### config.mk
export PLATFORM = sky130hd
export DESIGN_NAME = page_commit_ctrl
export DESIGN_NICKNAME = d
export VERILOG_FILES = /design/src/rtl/pcc_pkg.sv /design/src/rtl/pcc_region_guard.sv /design/src/rtl/page_commit_ctrl.sv
export SDC_FILE = /design/constraint.sdc
export NUM_CORES = 1
export LEC_CHECK = 0
export ABC_AREA = 1
export BUFFER_PORTS_ARGS = -buffer_cell sky130_fd_sc_hd__buf_4
export CAP_MARGIN = 20
export CORE_MARGIN = 2
export CORE_UTILIZATION = 60
export CTS_CLUSTER_DIAMETER = 60
export DETAILED_ROUTE_END_ITERATION = 12
export GPL_TIMING_DRIVEN = 0
export HOLD_SLACK_MARGIN = 0.08
export PLACE_DENSITY = 0.91
export SLEW_MARGIN = 20
export SYNTH_ARGS = -nofsm -noshare
export SYNTH_HDL_FRONTEND = slang
export SYNTH_SLANG_ARGS = --single-unit
### constraint.sdc
create_clock -name clk -period 2 [get_ports clk]
set_input_delay 0.3 -clock clk [delete_from_list [all_inputs] [get_ports clk]]
set_output_delay 0.3 -clock clk [all_outputs]
set_load 0.05 [all_outputs]
### src/rtl/pcc_pkg.sv
package pcc_pkg;
    typedef enum logic [1:0] {
        ST_IDLE = 2'd0,
        ST_FILL = 2'd1,
        ST_PROG = 2'd2
    } pcc_state_e;

    typedef enum logic [1:0] {
        LOCK_NONE    = 2'd0,
        LOCK_QUARTER = 2'd1,
        LOCK_HALF    = 2'd2,
        LOCK_ALL     = 2'd3
    } lock_code_e;
endpackage

### src/rtl/pcc_region_guard.sv
module pcc_region_guard
    import pcc_pkg::*;
(
    input  logic [1:0] lock_code,
    input  logic [1:0] addr_top,
    output logic       locked
);
    always_comb begin
        unique case (lock_code_e'(lock_code))
            LOCK_NONE:    locked = 1'b0;
            LOCK_QUARTER: locked = (addr_top == 2'b11);
            LOCK_HALF:    locked = addr_top[1];
            default:      locked = 1'b1;
        endcase
    end
endmodule

### src/rtl/page_commit_ctrl.sv
module page_commit_ctrl
    import pcc_pkg::*;
#(
    parameter int ADDR_W  = 9,
    parameter int DATA_W  = 8,
    parameter int PG_BITS = 4,
    parameter int WCYC    = 24
) (
    input  logic              clk,
    input  logic              rst_n,
    input  logic              wr_start,
    input  logic [ADDR_W-1:0] wr_addr,
    input  logic              wr_status,
    input  logic              byte_vld,
    input  logic [DATA_W-1:0] byte_data,
    input  logic              cs_rise,
    input  logic              bit_aligned,
    input  logic              wel,
    input  logic              wp_n,
    input  logic [1:0]        blk_prot,
    output logic              mem_we,
    output logic [ADDR_W-1:0] mem_addr,
    output logic [DATA_W-1:0] mem_wdata,
    output logic              st_we,
    output logic [DATA_W-1:0] st_wdata,
    output logic              wip,
    output logic              done
);
    localparam int PAGE   = 1 << PG_BITS;
    localparam int PGN_W  = ADDR_W - PG_BITS;
    localparam int SPAN   = (WCYC > PAGE) ? WCYC : PAGE;
    localparam int CNT_W  = $clog2(SPAN) + 1;
    localparam logic [CNT_W-1:0] CNT_LAST = CNT_W'(WCYC - 1);
    localparam logic [CNT_W-1:0] CNT_PAGE = CNT_W'(PAGE);

    typedef struct packed {
        pcc_state_e                   st;
        logic [PGN_W-1:0]             page;
        logic [PG_BITS-1:0]           slot;
        logic [PAGE-1:0]              held;
        logic [PAGE-1:0][DATA_W-1:0]  dat;
        logic                         to_status;
        logic [DATA_W-1:0]            last;
        logic [1:0]                   lock;
        logic [CNT_W-1:0]             cnt;
        logic                         done;
    } pcc_reg_t;

    pcc_reg_t r_q, r_d;

    logic [PG_BITS-1:0] out_slot;
    logic               in_burst;
    logic               slot_locked;

    assign out_slot = r_q.cnt[PG_BITS-1:0];
    assign in_burst = (r_q.cnt < CNT_PAGE);

    pcc_region_guard u_guard (
        .lock_code (r_q.lock),
        .addr_top  (r_q.page[PGN_W-1 -: 2]),
        .locked    (slot_locked)
    );

    always_comb begin
        r_d      = r_q;
        r_d.done = 1'b0;
        unique case (r_q.st)
            ST_IDLE: begin
                if (wr_start) begin
                    r_d.st        = ST_FILL;
                    r_d.page      = wr_addr[ADDR_W-1:PG_BITS];
                    r_d.slot      = wr_addr[PG_BITS-1:0];
                    r_d.held      = '0;
                    r_d.to_status = wr_status;
                end
            end
            ST_FILL: begin
                if (cs_rise) begin
                    if (bit_aligned && (|r_q.held) && wel && wp_n) begin
                        r_d.st   = ST_PROG;
                        r_d.cnt  = '0;
                        r_d.lock = blk_prot;
                    end else begin
                        r_d.st = ST_IDLE;
                    end
                end else if (byte_vld) begin
                    r_d.dat[r_q.slot]  = byte_data;
                    r_d.held[r_q.slot] = 1'b1;
                    r_d.slot           = r_q.slot + 1'b1;
                    r_d.last           = byte_data;
                end
            end
            ST_PROG: begin
                r_d.cnt = r_q.cnt + 1'b1;
                if (r_q.cnt == CNT_LAST) begin
                    r_d.st   = ST_IDLE;
                    r_d.done = 1'b1;
                end
            end
            default: r_d.st = ST_IDLE;
        endcase
    end

    always_ff @(posedge clk or negedge rst_n) begin
        if (!rst_n) begin
            r_q <= '0;
        end else begin
            r_q <= r_d;
        end
    end

    assign wip       = (r_q.st == ST_PROG);
    assign mem_we    = wip && !r_q.to_status && in_burst && r_q.held[out_slot] && !slot_locked;
    assign mem_addr  = {r_q.page, out_slot};
    assign mem_wdata = r_q.dat[out_slot];
    assign st_we     = wip && r_q.to_status && (r_q.cnt == '0);
    assign st_wdata  = r_q.last;
    assign done      = r_q.done;

    AST_WIP_NEEDS_CLEAN_RELEASE: assert property (@(posedge clk) disable iff (!rst_n)
        $rose(wip) |-> $past(cs_rise && bit_aligned && wel && wp_n)) else $error("commit without clean release");
    AST_STROBE_IN_WIP: assert property (@(posedge clk) disable iff (!rst_n)
        (mem_we || st_we) |-> wip) else $error("write strobe outside wip");
    AST_DONE_AFTER_WIP: assert property (@(posedge clk) disable iff (!rst_n)
        done |-> (!wip && $past(wip))) else $error("done not after wip");
    AST_DONE_SINGLE: assert property (@(posedge clk) disable iff (!rst_n)
        done |=> !done) else $error("done longer than one cycle");
    AST_PAGE_STABLE: assert property (@(posedge clk) disable iff (!rst_n)
        (mem_we && $past(mem_we)) |-> $stable(mem_addr[ADDR_W-1:PG_BITS])) else $error("page moved");
    AST_NO_WRITE_ALL_LOCKED: assert property (@(posedge clk) disable iff (!rst_n)
        (wip && r_q.lock == LOCK_ALL) |-> !mem_we) else $error("write to locked array");
    AST_TARGET_EXCLUSIVE: assert property (@(posedge clk) disable iff (!rst_n)
        !(mem_we && st_we)) else $error("both targets strobed");
endmodule

==> results_dict.tcl <==
set metrics [dict create \
    outcome "complete, but fails checks" \
    violations "setup timing" \
    drtIter0Drc 1194 \
    rr_worst_depth 6 \
    met2_usage 0.546 \
    synth_cell_types 31 \
    synth_warnings 0 \
    endpoint_kind "output pin" \
    cp_slowest_cell "dfrtp_2" \
    start_util 0.616 \
    fin_ws_ns -0.491 \
    ant_nets 0 \
    drv_slew 0 \
    use_met3 0.0929 \
    hold_path.class "in2reg" \
    portBuffers 56 \
    crit_required_ns 1.70 \
    avgViaCountPerCell 6.29 \
    slew-limit-headroom 0.483 \
    wl_um 25200 \
    hold_violations 0 \
    seq_area_um2 4330 \
    die-area_um2 14600 \
    finalSetupViolations 13 \
    route.detailed.drc 0 \
    tritoncts "done" \
    cts_sinks 173 \
    period_minus_slack_ns 2.49 \
    die_x_um 121 \
    syn-num-nets 1012 \
    io_pins 57 \
    antenna_found_initial 0 \
    layout-drive-gt1-share 0.197 \
    fmax_ghz 0.401 \
    routabilityCongestion 0.901 \
    grt_setup_unrepaired "true" \
    avgSynthCellArea_um2 8.37 \
    grt_pass1_wl_um 38900 \
    holdWs_ns 0.209 \
    cp_slowest_stage_delay_ns 0.49 \
    crit_family "flip-flops" \
    critPathKind "reg2out" \
    num-fill-cells 854 \
    worstPathMaxFanout 7 \
    cp-start-kind "flip-flop" \
    insertedDiodeCount 0 \
    clock_latency_ns 0.45 \
    htreeDepth 4 \
    critical_path_arrival_ns 2.19 \
    grt_pass1_vias 7721 \
    cts_buffers 17 \
    dp_hpwl_um 15400 \
    drv_cap 0 \
    core_um2 13300 \
    grt.busiest_layer "met2" \
    hold_depth 5 \
    ys_seq_area_frac 0.529 \
    most-common-layout-cells "243 x nand2_1, 171 x dfrtp_1, 142 x o21ai_0" \
    finalNetCount 1104 \
    cp.depth 9 \
    clock_skew_ns 0.0110 \
    routedWlPerCell_um 20.0 \
    synthCells 978 \
    fin_crit_sh 1.25 \
    clk_path_buf_depth 2 \
    grt_use_met1 0.445 \
    path_buf_inv 3 \
    ys_ff_latch 173 \
    clk_pin_slew_ns 0.07 \
    firstDrtPassIters 6 \
    fp.dieH_um 121 \
    root_buffer "clkbuf_16" \
    overflow 0 \
    finalPower_uw 14600 \
    grt_usage 0.350 \
    tightest_slew_ns 0.775 \
    vias 7923 \
    p_per_area_nw_per_um2 1450 \
    rows 42 \
    layout_commonest_cell "nand2_1" \
    crit_chain "buf_12 > buf_8 > nor2_1 > nor2_1 > o21ai_1 > o211ai_1 > nand3_1 > nand2_2 > buf_6" \
    synth_area_um2 8190 \
    multi_input_area_um2 3420 \
    peakVddDrop_mv 1.15 \
    detailedPlace.worstSlack_ns -0.484 \
    synthToLayoutAreaGrowth_pct 22.9 \
    grt_start_max_net_pins 97 \
    p_leak_uw 0.00482 \
    cpMostUsedCell "nor2_1" \
]
synthesized netlist by cell type:
| cell type | n | area (um2) |
|---|---|---|
| o22ai_1 | 8 | 50.1 |
| xor2_1 | 1 | 8.76 |
| o21ai_0 | 154 | 771 |
| o21ai_2 | 8 | 70.1 |
| nand4_2 | 7 | 87.6 |
| nand4_4 | 1 | 21.3 |
| a21oi_1 | 4 | 20.0 |
| nor2_2 | 2 | 12.5 |
| buf_8 | 1 | 15.0 |
| inv_2 | 2 | 7.51 |
| o21a_1 | 1 | 7.51 |
| buf_6 | 1 | 11.3 |
| ha_1 | 6 | 75.1 |
| clkbuf_1 | 38 | 143 |
| a21o_1 | 1 | 7.51 |
| o211ai_1 | 18 | 135 |
| buf_1 | 1 | 3.75 |
| nand4_1 | 2 | 12.5 |
| inv_1 | 42 | 158 |
| nor2_4 | 1 | 11.3 |
| clkinv_1 | 1 | 3.75 |
| xnor2_1 | 1 | 8.76 |
| buf_2 | 14 | 70.1 |
| nand3_4 | 8 | 140 |
| dfrtp_1 | 173 | 4330 |
| clkinv_2 | 1 | 5.00 |
| nand3_1 | 29 | 145 |
| nor2_1 | 110 | 413 |
| o21ai_1 | 73 | 365 |
| nand2_1 | 250 | 938 |
| buf_4 | 19 | 143 |
layout make-up:
class	count	share of cell area
Sequential cell	173	0.430
Multi-Input combinational cell	685	0.339
Timing Repair Buffer	79	0.0723
Buffer	68	0.0525
Clock buffer	17	0.0423
Clock inverter	15	0.0232
Tap cell	176	0.0219
Inverter	46	0.0181
per-layer routing:
| layer | vias up | wire length [um] |
|---|---|---|
| met5 | - | 0 |
| met4 | 0 | 1380 |
| met3 | 143 | 2720 |
| met2 | 614 | 12000 |
| met1 | 3767 | 9080 |
| li1 | 3399 | - |
power by group:
part           switching [uW]  internal, uW
sequential                493          4170
clock                    1500          2240
combinational            4000          2160
timing repair:
item / CTS / global route
setup buffers: 7 / 5
resized for setup: 87 / 47
setup endpoints to repair: 10 / 94
pin swaps: 11 / 17
hold buffers: 9 / 0
endpoints found under the hold margin: 85 / 0
gates cloned: 1 / 0
path summary, 6_finish.rpt:
| path | startpoint | to | slack (ns) |
|---|---|---|---|
| max in group asynchronous | rst_n | mem_addr[0] | 0.69 |
| min in group asynchronous | rst_n | async pin | 0.41 |
| setup reg to reg | r_q[172] | flip-flop | -0.02 |
| setup / recovery | mem_addr[0] | mem_wdata[7] | -0.49 |
| hold / removal | wr_addr[0] | r_q[162] | 0.21 |
| hold reg to reg | mem_addr[6] | mem_addr[6] | 0.48 |
kinds of logic after synthesis:
logic type,after synthesis,share of synthesized area
simple gates,410,0.218
buf+inv,120,0.0683
fa+ha+maj,6,0.00917
xor+xnor,2,0.00214
compound gates,267,0.174
flops,173,0.529
through the flow:
step                area, um2  std cells  TNS (ns)   util
floorplan                8200        978         0      -
global placement         8840       1210    -59.84  0.665
detailed placement       8880       1211     -3.08  0.668
CTS                      9960       1259     -3.39  0.749
global route            10100       1259     -4.98  0.757
finish                  10100       1259     -4.19  0.757
worst register-to-register path, stage by stage (launching register included):
cell,delay (ns)
dfrtp_1,0.40
inv_2,0.11
nand4_1,0.31
inv_4,0.29
nand4_2,0.29
clkbuf_2,0.31
o21ai_0,0.23
Note: power is estimated with default switching activity, not from simulation.
